**src/rtl/lpc_tgt_pkg.sv**
```systemverilog
package lpc_tgt_pkg;
  localparam int NIB_W = 4;
  localparam logic [NIB_W-1:0] NIB_START = 4'b0000;
  localparam logic [NIB_W-1:0] NIB_IORD  = 4'b0000;
  localparam logic [NIB_W-1:0] NIB_IOWR  = 4'b0010;
  localparam logic [NIB_W-1:0] NIB_READY = 4'b0000;
  localparam logic [NIB_W-1:0] NIB_TAR   = 4'b1111;

  typedef enum logic [3:0] {
    ST_IDLE, ST_TYPE, ST_ADDR, ST_WDAT, ST_HTAR0,
    ST_HTAR1, ST_SYNC, ST_RDAT, ST_TTAR0, ST_TTAR1
  } lpc_st_e;
endpackage

```
**src/rtl/lpc_frame_fsm.sv**
```systemverilog
module lpc_frame_fsm
  import lpc_tgt_pkg::*;
#(
  parameter int ADDR_W = 16,
  parameter int DATA_W = 8,
  parameter int CNT_W  = 2
) (
  input  logic              clk_i,
  input  logic              rst_ni,
  input  logic              lframe_ni,
  input  logic [NIB_W-1:0]  lad_i,
  input  logic [ADDR_W-1:0] host_addr_i,
  output lpc_st_e           st_o,
  output logic [CNT_W-1:0]  cnt_o,
  output logic [DATA_W-1:0] wbuf_o,
  output logic              match_o,
  output logic              commit_wr_o,
  output logic              commit_rd_o
);
  localparam int ADDR_NIB = ADDR_W / NIB_W;
  localparam int DATA_NIB = DATA_W / NIB_W;

  lpc_st_e           st_q, st_n;
  logic [CNT_W-1:0]  cnt_q, cnt_n;
  logic [ADDR_W-1:0] addr_q, addr_n;
  logic [DATA_W-1:0] wbuf_q, wbuf_n;
  logic              wr_q, wr_n;

  always_comb begin
    st_n   = st_q;
    cnt_n  = cnt_q;
    addr_n = addr_q;
    wbuf_n = wbuf_q;
    wr_n   = wr_q;
    if (!lframe_ni) begin
      // frame low: abort anything, restart on a start nibble
      st_n  = (lad_i == NIB_START) ? ST_TYPE : ST_IDLE;
      cnt_n = '0;
    end else begin
      unique case (st_q)
        ST_IDLE: st_n = ST_IDLE;
        ST_TYPE: begin
          cnt_n = '0;
          if (lad_i == NIB_IORD) begin
            wr_n = 1'b0; st_n = ST_ADDR;
          end else if (lad_i == NIB_IOWR) begin
            wr_n = 1'b1; st_n = ST_ADDR;
          end else begin
            st_n = ST_IDLE;
          end
        end
        ST_ADDR: begin
          addr_n = {addr_q[ADDR_W-NIB_W-1:0], lad_i};
          if (cnt_q == CNT_W'(ADDR_NIB-1)) begin
            cnt_n = '0;
            if (addr_n == host_addr_i) st_n = wr_q ? ST_WDAT : ST_HTAR0;
            else                       st_n = ST_IDLE;
          end else begin
            cnt_n = cnt_q + 1'b1;
          end
        end
        ST_WDAT: begin
          wbuf_n = {lad_i, wbuf_q[DATA_W-1:NIB_W]};
          if (cnt_q == CNT_W'(DATA_NIB-1)) begin
            cnt_n = '0; st_n = ST_HTAR0;
          end else begin
            cnt_n = cnt_q + 1'b1;
          end
        end
        ST_HTAR0: st_n = ST_HTAR1;
        ST_HTAR1: st_n = ST_SYNC;
        ST_SYNC: begin
          cnt_n = '0;
          st_n  = wr_q ? ST_TTAR0 : ST_RDAT;
        end
        ST_RDAT: begin
          if (cnt_q == CNT_W'(DATA_NIB-1)) begin
            cnt_n = '0; st_n = ST_TTAR0;
          end else begin
            cnt_n = cnt_q + 1'b1;
          end
        end
        ST_TTAR0: st_n = ST_TTAR1;
        ST_TTAR1: st_n = ST_IDLE;
        default:  st_n = ST_IDLE;
      endcase
    end
  end

  always_ff @(posedge clk_i or negedge rst_ni) begin
    if (!rst_ni) begin
      st_q   <= ST_IDLE;
      cnt_q  <= '0;
      addr_q <= '0;
      wbuf_q <= '0;
      wr_q   <= 1'b0;
    end else begin
      st_q   <= st_n;
      cnt_q  <= cnt_n;
      addr_q <= addr_n;
      wbuf_q <= wbuf_n;
      wr_q   <= wr_n;
    end
  end

  logic enter_rec;
  assign enter_rec   = (st_n == ST_TTAR0) && (st_q != ST_TTAR0);
  assign commit_wr_o = enter_rec && wr_q;
  assign commit_rd_o = enter_rec && !wr_q;
  assign match_o     = (st_q == ST_ADDR) && (st_n != ST_IDLE) && (st_n != ST_TYPE)
                       && (st_n != ST_ADDR);
  assign st_o        = st_q;
  assign cnt_o       = cnt_q;
  assign wbuf_o      = wbuf_q;
endmodule

```
**src/rtl/lpc_lad_drive.sv**
```systemverilog
module lpc_lad_drive
  import lpc_tgt_pkg::*;
#(
  parameter int DATA_W = 8,
  parameter int SEL_W  = 1
) (
  input  lpc_st_e           st_i,
  input  logic [SEL_W-1:0]  nib_sel_i,
  input  logic [DATA_W-1:0] rd_byte_i,
  output logic [NIB_W-1:0]  lad_o,
  output logic              lad_oe_o
);
  localparam int DATA_NIB = DATA_W / NIB_W;

  logic [NIB_W-1:0] nibs [DATA_NIB];
  for (genvar g = 0; g < DATA_NIB; g++) begin : g_nib
    assign nibs[g] = rd_byte_i[g*NIB_W +: NIB_W];
  end

  always_comb begin
    lad_o    = NIB_TAR;
    lad_oe_o = 1'b0;
    unique case (st_i)
      ST_SYNC:  begin lad_o = NIB_READY;       lad_oe_o = 1'b1; end
      ST_RDAT:  begin lad_o = nibs[nib_sel_i]; lad_oe_o = 1'b1; end
      ST_TTAR0: begin lad_o = NIB_TAR;         lad_oe_o = 1'b1; end
      default:  ;
    endcase
  end
endmodule

```
**src/rtl/lpc_tgt_regs.sv**
```systemverilog
module lpc_tgt_regs #(
  parameter int DATA_W = 8
) (
  input  logic              clk_i,
  input  logic              rst_ni,
  input  logic              commit_wr_i,
  input  logic              commit_rd_i,
  input  logic              snap_i,
  input  logic [DATA_W-1:0] wbuf_i,
  input  logic              in_rd_i,
  input  logic              out_wr_i,
  input  logic [DATA_W-1:0] out_wdata_i,
  output logic [DATA_W-1:0] in_data_o,
  output logic              in_full_o,
  output logic              out_full_o,
  output logic [DATA_W-1:0] rd_byte_o
);
  logic [DATA_W-1:0] out_data_q;

  always_ff @(posedge clk_i or negedge rst_ni) begin
    if (!rst_ni) begin
      in_data_o  <= '0;
      in_full_o  <= 1'b0;
      out_data_q <= '0;
      out_full_o <= 1'b0;
      rd_byte_o  <= '0;
    end else begin
      // host commit beats local release
      if (commit_wr_i) begin
        in_data_o <= wbuf_i;
        in_full_o <= 1'b1;
      end else if (in_rd_i) begin
        in_full_o <= 1'b0;
      end
      // local load beats host read-out
      if (out_wr_i) begin
        out_data_q <= out_wdata_i;
        out_full_o <= 1'b1;
      end else if (commit_rd_i) begin
        out_full_o <= 1'b0;
      end
      if (snap_i) rd_byte_o <= out_data_q;
    end
  end
endmodule

```
**src/rtl/lpc_io_target.sv**
```systemverilog
module lpc_io_target
  import lpc_tgt_pkg::*;
#(
  parameter int ADDR_W = 16,
  parameter int DATA_W = 8
) (
  input  logic              clk_i,
  input  logic              rst_ni,
  input  logic              lframe_ni,
  input  logic [3:0]        lad_i,
  output logic [3:0]        lad_o,
  output logic              lad_oe_o,
  input  logic [ADDR_W-1:0] host_addr_i,
  input  logic              out_wr_i,
  input  logic [DATA_W-1:0] out_wdata_i,
  output logic              out_full_o,
  input  logic              in_rd_i,
  output logic [DATA_W-1:0] in_data_o,
  output logic              in_full_o,
  output logic              busy_o
);
  localparam int ADDR_NIB = ADDR_W / NIB_W;
  localparam int DATA_NIB = DATA_W / NIB_W;
  localparam int MAX_NIB  = (ADDR_NIB > DATA_NIB) ? ADDR_NIB : DATA_NIB;
  localparam int CNT_W    = (MAX_NIB > 1) ? $clog2(MAX_NIB) : 1;
  localparam int SEL_W    = (DATA_NIB > 1) ? $clog2(DATA_NIB) : 1;

  lpc_st_e           st;
  logic [CNT_W-1:0]  cnt;
  logic [DATA_W-1:0] wbuf, rd_byte;
  logic              match, commit_wr, commit_rd;

  lpc_frame_fsm #(.ADDR_W(ADDR_W), .DATA_W(DATA_W), .CNT_W(CNT_W)) u_fsm (
    .clk_i, .rst_ni, .lframe_ni, .lad_i, .host_addr_i,
    .st_o(st), .cnt_o(cnt), .wbuf_o(wbuf), .match_o(match),
    .commit_wr_o(commit_wr), .commit_rd_o(commit_rd)
  );

  lpc_lad_drive #(.DATA_W(DATA_W), .SEL_W(SEL_W)) u_drv (
    .st_i(st), .nib_sel_i(cnt[SEL_W-1:0]), .rd_byte_i(rd_byte),
    .lad_o, .lad_oe_o
  );

  lpc_tgt_regs #(.DATA_W(DATA_W)) u_regs (
    .clk_i, .rst_ni, .commit_wr_i(commit_wr), .commit_rd_i(commit_rd),
    .snap_i(match), .wbuf_i(wbuf), .in_rd_i, .out_wr_i, .out_wdata_i,
    .in_data_o, .in_full_o, .out_full_o, .rd_byte_o(rd_byte)
  );

  assign busy_o = (st == ST_WDAT) || (st == ST_HTAR0) || (st == ST_HTAR1) ||
                  (st == ST_SYNC) || (st == ST_RDAT);
endmodule

```
**config.mk**
```make
export PLATFORM = sky130hd
export DESIGN_NAME = lpc_io_target
export DESIGN_NICKNAME = d
export VERILOG_FILES = /design/src/rtl/lpc_tgt_pkg.sv /design/src/rtl/lpc_frame_fsm.sv /design/src/rtl/lpc_lad_drive.sv /design/src/rtl/lpc_tgt_regs.sv /design/src/rtl/lpc_io_target.sv
export SDC_FILE = /design/constraint.sdc
export NUM_CORES = 1
export LEC_CHECK = 0
export CAP_MARGIN = 20
export CORE_MARGIN = 4
export CORE_UTILIZATION = 40
export DETAILED_ROUTE_END_ITERATION = 7
export DONT_BUFFER_PORTS = 1
export PLACE_DENSITY = 0.64
export RECOVER_POWER = 25
export SLEW_MARGIN = 20
export SYNTH_ARGS = -nofsm -noshare
export SYNTH_HDL_FRONTEND = slang
export SYNTH_SLANG_ARGS = --single-unit
```
**constraint.sdc**
```tcl
create_clock -name clk_i -period 2.07 [get_ports clk_i]
set_clock_uncertainty 0.2 [all_clocks]
set_input_delay 0 -clock clk_i [delete_from_list [all_inputs] [get_ports clk_i]]
set_output_delay 0 -clock clk_i [all_outputs]
set_load 0.01 [all_outputs]
```
After elaboration in Yosys (flattened, before gate mapping)
Cells that the tools add are included.
- add/subtract/negate cells: 1
- multiplexer cells: 26
- $mul: 0
- equal/unequal tests: 17
- divide/modulo/power cells: 0
- shifts and indexed selects: 0
- reductions and logical operators: 22
- $lt $le $gt $ge: 1
- bitwise logic cells: 1
- operators with widths (cell ; number):
    $mux 4 ; 10
    $pmux 4 s8 ; 1
    $eq 16x16->1 ; 1
    $eq 4x3->1 const B ; 4
    $eq 4x2->1 const B ; 3
    $eq 4x4->1 const B ; 2
    $mux 1 ; 8
    $mux 2 ; 4
    $pmux 4 s2 ; 1
    $logic_and 1x1->1 ; 6
    $pmux 2 s3 ; 1
    $reduce_bool 2->1 ; 3
    $eq 4x1->1 const B ; 1
    $logic_not 4->1 ; 1
    $logic_or 1x1->1 ; 4
    $ne 4x1->1 const B ; 1
    $ne 4x2->1 const B ; 1
    $ne 4x3->1 const B ; 1
    $ne 4x4->1 const B ; 1
    $reduce_and 2->1 ; 2
    $reduce_bool 4->1 ; 1
    $reduce_or 2->1 ; 2
    $mux 3 ; 1
    $reduce_and 3->1 ; 1
    other kinds (7) ; 7
- memories kept: 0
- RAM bits: 0
- input port bits: 33
- logic and storage cells: 78
- register bits: 53
- bits in latches: 0
- ROM bits: 0
- output and inout port bits: 16

Logic depth before layout (Yosys ltp)
- word-level depth: 10
- mapped depth: 7
- gate-level depth less buffers: 7

Hierarchy
A second synthesis with hierarchy kept.
- cells, all modules: 205
- area, all modules: 2686.3 sq um
- modules (own cells, without submodules) (module ; area each (sq um) ; cells an instance ; seq. area each (sq um) ; instances):
    lpc_frame_fsm ; 1506.4 ; 135 ; 675.6 ; 1
    lpc_tgt_regs ; 1069.8 ; 57 ; 650.6 ; 1
    lpc_lad_drive ; 101.3 ; 11 ; 0.0 ; 1
    lpc_io_target ; 8.8 ; 2 ; 0.0 ; 1

Least setup slack after synthesis
Ideal clock, no wire load.
- kind: reg2reg
- from: register u_fsm.addr_q[6]
- to: register u_regs.rd_byte_o[0]
- period minus slack after synthesis: 1.931 ns
- data required time: 1.745 ns
- cell stages (with the launch flop): 7
- arrival time: 1.606 ns
- setup time: 0.125 ns
- slack: 0.139 ns
- path buffers: 1
- cell sequence: dfrtp_1 -> xnor2_1 -> nand4_1 -> nor4_2 -> and4_1 -> buf_6 -> mux2_2
- longest elaborated chain between the ends: 9
- elaborated cells between the ends (all ways): 11
- classes of those cells: 3 x eq/ne; 4 x mux; 4 x reduce/logical
- ends and longest elaborated chain (what ; RTL line ; text):
    start: declaration ; lpc_frame_fsm.sv:25 ; logic [ADDR_W-1:0] addr_q, addr_n;
    start signal: assignment ; lpc_frame_fsm.sv:100 ; addr_q <= addr_n;
    $eq 16x16->1 (*) ; lpc_frame_fsm.sv:56 ; if (addr_n == host_addr_i) st_n = wr_q ? ST_WDAT : ST_HTAR0;
    $mux 4 (*) ; lpc_frame_fsm.sv:56 ;
    $mux 4 (*) ; lpc_frame_fsm.sv:54 ; if (cnt_q == CNT_W'(ADDR_NIB-1)) begin
    $pmux 4 s8 (*) ; lpc_frame_fsm.sv:40 ; unique case (st_q)
    $mux 4 (*) ; lpc_frame_fsm.sv:35 ; if (!lframe_ni) begin
    $reduce_bool 4->1 ; lpc_frame_fsm.sv:110 ; assign match_o = (st_q == ST_ADDR) && (st_n != ST_IDLE) && (st_n != ST_TYPE)
    $logic_and 1x1->1 (2 in a row) ; lpc_frame_fsm.sv:110 ;
    $logic_and 1x1->1 (*) ; lpc_frame_fsm.sv:111 ; && (st_n != ST_ADDR);
    end signal: assignment ; lpc_tgt_regs.sv:42 ; if (snap_i) rd_byte_o <= out_data_q;
    end: declaration ; lpc_tgt_regs.sv:16 ; output logic [DATA_W-1:0] rd_byte_o
Mark *: on every way between the ends. The rest lies on a longest branch, timed or not.
A chain may end at the register's enable or synchronous reset.

Final worst setup path
- from: register u_fsm.addr_q[3]
- to: register u_regs.rd_byte_o[0]
The elaborated chain is that of the path after synthesis.

==> results.py <==
metrics = {
    "place": {
        "hpwl_um": 3622,
        "place.port_buffers": 0,
        "place_congestion": 0.8563,
        "placed_area_sq_um": 2734,
        "dp_cells": 284,
        "place_ws_ps": -4.820,
    },
    "die": {
        "start_util_pct": 42.30,
        "core_area_sq_um": 6096,
        "fp-row-count": 28,
        "die_height_um": 88.29,
        "fp.dieW_um": 88.29,
        "io_pins": 49,
        "die_area_sq_um": 7795,
    },
    "run": {
        "maxCapViolCount": 0,
    },
    "synth": {
        "syn-cell-area_sq_um": 2579,
        "synth_edf_count": 0,
        "synth_cells": 206,
        "ys.flop_type": "dfrtp_1",
        "syn_avg_cell_area_sq_um": 12.52,
        "yosysSeqAreaShare_pct": 51.43,
        "async_reset_ff_share_pct": 100.0,
        "synth_top_cell_by_area": "dfrtp_1",
        "synth_top_area_share_pct": 51.43,
        "ys_ff_latch": 53,
        "synth_warnings": 0,
        "synth_area_leaders": "dfrtp_1 (51%), mux2_2 (21%), xnor2_1 (6.1%), a21o_1 (1.7%), o21ai_0 (1.6%)",
        "ys_types": 39,
        "syn-num-nets": 242,
    },
    "routing": {
        "drt_iter0_markers": 159,
        "ant_nets": 0,
        "num_vias": 1648,
        "route.final.wire_length_um": 5302,
        "dr.pass1.iters": 4,
        "via_per_inst": 5.265,
        "drc": 0,
        "routedWlPerCell_um": 16.94,
    },
    "timing": {
        "period_share_pct": 102.9,
        "setup_slack_ps": -60.86,
        "worst_slew_pin_slew_ps": 1281,
        "setup_viol": 8,
        "drv_slew": 0,
        "hold_viol": 0,
        "timing.hold.ws_ps": 173.6,
        "fin_tns_setup_ps": -465.0,
        "period_needed_ps": 2131,
        "max_freq_mhz": 469.3,
        "max_slew_margin_pct": 14.63,
        "rsz0062_at_grt": "true",
    },
    "critical_path": {
        "crit_fanout": 5,
        "path_cells": "xnor2_2, nand4_1, nor4_4, and4_4, buf_6, mux2_4",
        "cpLargestDelayFamily": "simple AND/OR/NAND/NOR gates",
        "crit_arrival_ps": 2120,
        "max_stage_delay_ps": 430,
        "critPathRequiredTime_ps": 2060,
        "path_buf_inv": 1,
        "worst_setup_path_end_kind": "flop",
        "cp-start-kind": "flop",
        "cp_slowest_cell": "dfrtp_1",
        "crit_type": "reg -> reg",
    },
    "power": {
        "p_leak_nw": 1.432,
        "p_clk_share_pct": 36.2,
        "p_int_mw": 1.566,
        "comb_power_share_pct": 9.4,
        "p_switching_mw": 0.4539,
        "powerDensity_nw_per_um2": 646.8,
        "switching_share_pct": 22.47,
        "worst_ir_drop_vdd_v": 0.0004052,
        "p_seq_share_pct": 54.5,
    },
    "layout": {
        "antenna_cells": 0,
        "layout.cells.non_filler": 313,
        "n_fill_cell": 568,
        "drive_gt1_share_pct": 37.39,
        "fin_nets": 273,
        "synthToLayoutAreaGrowth_pct": 21.11,
        "final_area_sq_um": 3123,
    },
    "grt": {
        "grt_overflow": 0,
        "antenna_found_initial": 0,
        "grt_pass1_wl_um": 8797,
        "grt_use_total_pct": 14.65,
        "grt_pass1_vias": 1799,
        "grt_max_degree": 54,
    },
    "clock_tree": {
        "cts-root-buf": "clkbuf_8",
        "cts_htree_levels": 2,
        "clk-insertion-delay-late_ps": 310,
        "clock-sinks": 53,
        "clk_path_buf_depth": 2,
        "cts.clk_slew.worst_paths_ps": 100,
        "cts_tree": "done",
        "cts_made_buffers": 5,
    },
    "status": {
        "status": "finished with violations",
        "violations": "setup timing",
    },
    "worst_hold_path": {
        "hold_path.class": "in -> reg",
    },
}
==> worst paths after layout <==
path,from,to,slack [ps],cells past startpoint
worst min-delay path,out_wdata_i[3],u_regs.out_data_q[3],170,2
max in group asynchronous,rst_ni,u_regs.out_full_o,570,2
worst max register to register,u_fsm.addr_q[3],u_regs.rd_byte_o[0],-60,6
worst max-delay path,u_fsm.addr_q[3],u_regs.rd_byte_o[0],-60,6
worst min register to register,u_regs.out_data_q[7],u_regs.rd_byte_o[7],310,1
min in group asynchronous,rst_ni,u_fsm.addr_q[0],330,2
==> layout make-up <==
class	instances	area [sq um]	area share, %
Clock inverter	2	37.54	1.202
Clock buffer	6	82.58	2.644
Timing Repair Buffer	36	327.8	10.50
Inverter	5	18.77	0.6010
Sequential cell	53	1326	42.47
Tap cell	75	93.84	3.005
Multi-Input combinational cell	136	1236	39.58
==> state kept, by name (all words and copies together) (netlist names) <==
name and cells:
u_fsm.wbuf_o 8, u_regs.out_full_o 1, u_regs.in_full_o 1, u_regs.rd_byte_o 8, u_regs.in_data_o 8, u_fsm.addr_q 12, u_regs.out_data_q 8, u_fsm.wr_q 1
u_fsm.st_o 4, u_fsm.cnt_o 2
==> logic make-up after synthesis <==
| kind of cell | synth area share, % |
|---|---|
| adder cells (fa/ha/maj) | 1.456 |
| buffers and inverters | 3.202 |
| AO/OA/AOI/OAI | 7.327 |
| flip-flops | 51.43 |
| AND/OR/NAND/NOR | 8.685 |
| XOR/XNOR | 6.113 |
| multiplexers | 21.79 |
==> synthesized netlist by cell type, drive strengths merged, types with 2 or more instances <==
master and n:
mux2 49, nand3 3, and3 2, xnor2 18
nand2 6, nor2 5, nor3b 4, o32ai 2
nand4 5, a22o 2, inv 5, buf 8
a21oi 2, clkbuf 4, a21o 7, a21boi 2
nor2b 3, nor3 3, o21ai 9, dfrtp 53
ha 3
==> routing by layer <==
| metal | vias to the layer above | track usage [%] | wire length (um) |
|---|---|---|---|
| met5 | - | 0 | 0 |
| li1 | 793 | - | - |
| met3 | 9 | 4.004 | 229 |
| met4 | 0 | 5.907 | 78 |
| met1 | 817 | 18.71 | 2337 |
| met2 | 29 | 23.66 | 2657 |
==> power by group through the flow <==
stage          sequential [mW]  combinational (mW)  clock, mW
2_1_floorplan             1.11               0.106          0
3_3_place_gp              1.12               0.129          0
3_5_place_dp              1.12               0.130          0
4_1_cts                   1.10               0.192      0.748
5_1_grt                   1.11               0.210      0.796
6_report                  1.10               0.189      0.730
==> what timing repair did <==
action,CTS,global route
endpoints found under the setup margin,8,19
pin swaps,3,4
buffers inserted,4,0
gates resized for setup,1,17
hold endpoints to repair,78,0
gates cloned,0,1
hold buffers,17,0
==> metrics by stage <==
step / power [mW] / util [%]
finish: 2.020 / 51.23
global route: 2.112 / 51.23
CTS: 2.040 / 50.45
detailed placement: 1.251 / 44.85
global placement: 1.248 / 44.85
floorplan: 1.218 / -
==> cell usage in the layout (no fill, tap or decap), drive strengths merged, types with 2 or more instances in the layout <==
master and count:
nand2 6, o32ai 2, nand3 3, a21boi 2
xnor2 18, a22o 2, nor2 5, nor3b 4
nor2b 3, o21ai 9, ha 3, dlygate4sd3 16
buf 19, a21oi 2, mux2 49, inv 5
nor3 3, and3 2, dfrtp 53, nand4 5
a21o 7, clkbuf 7
Power figures use the tool's default switching activity.
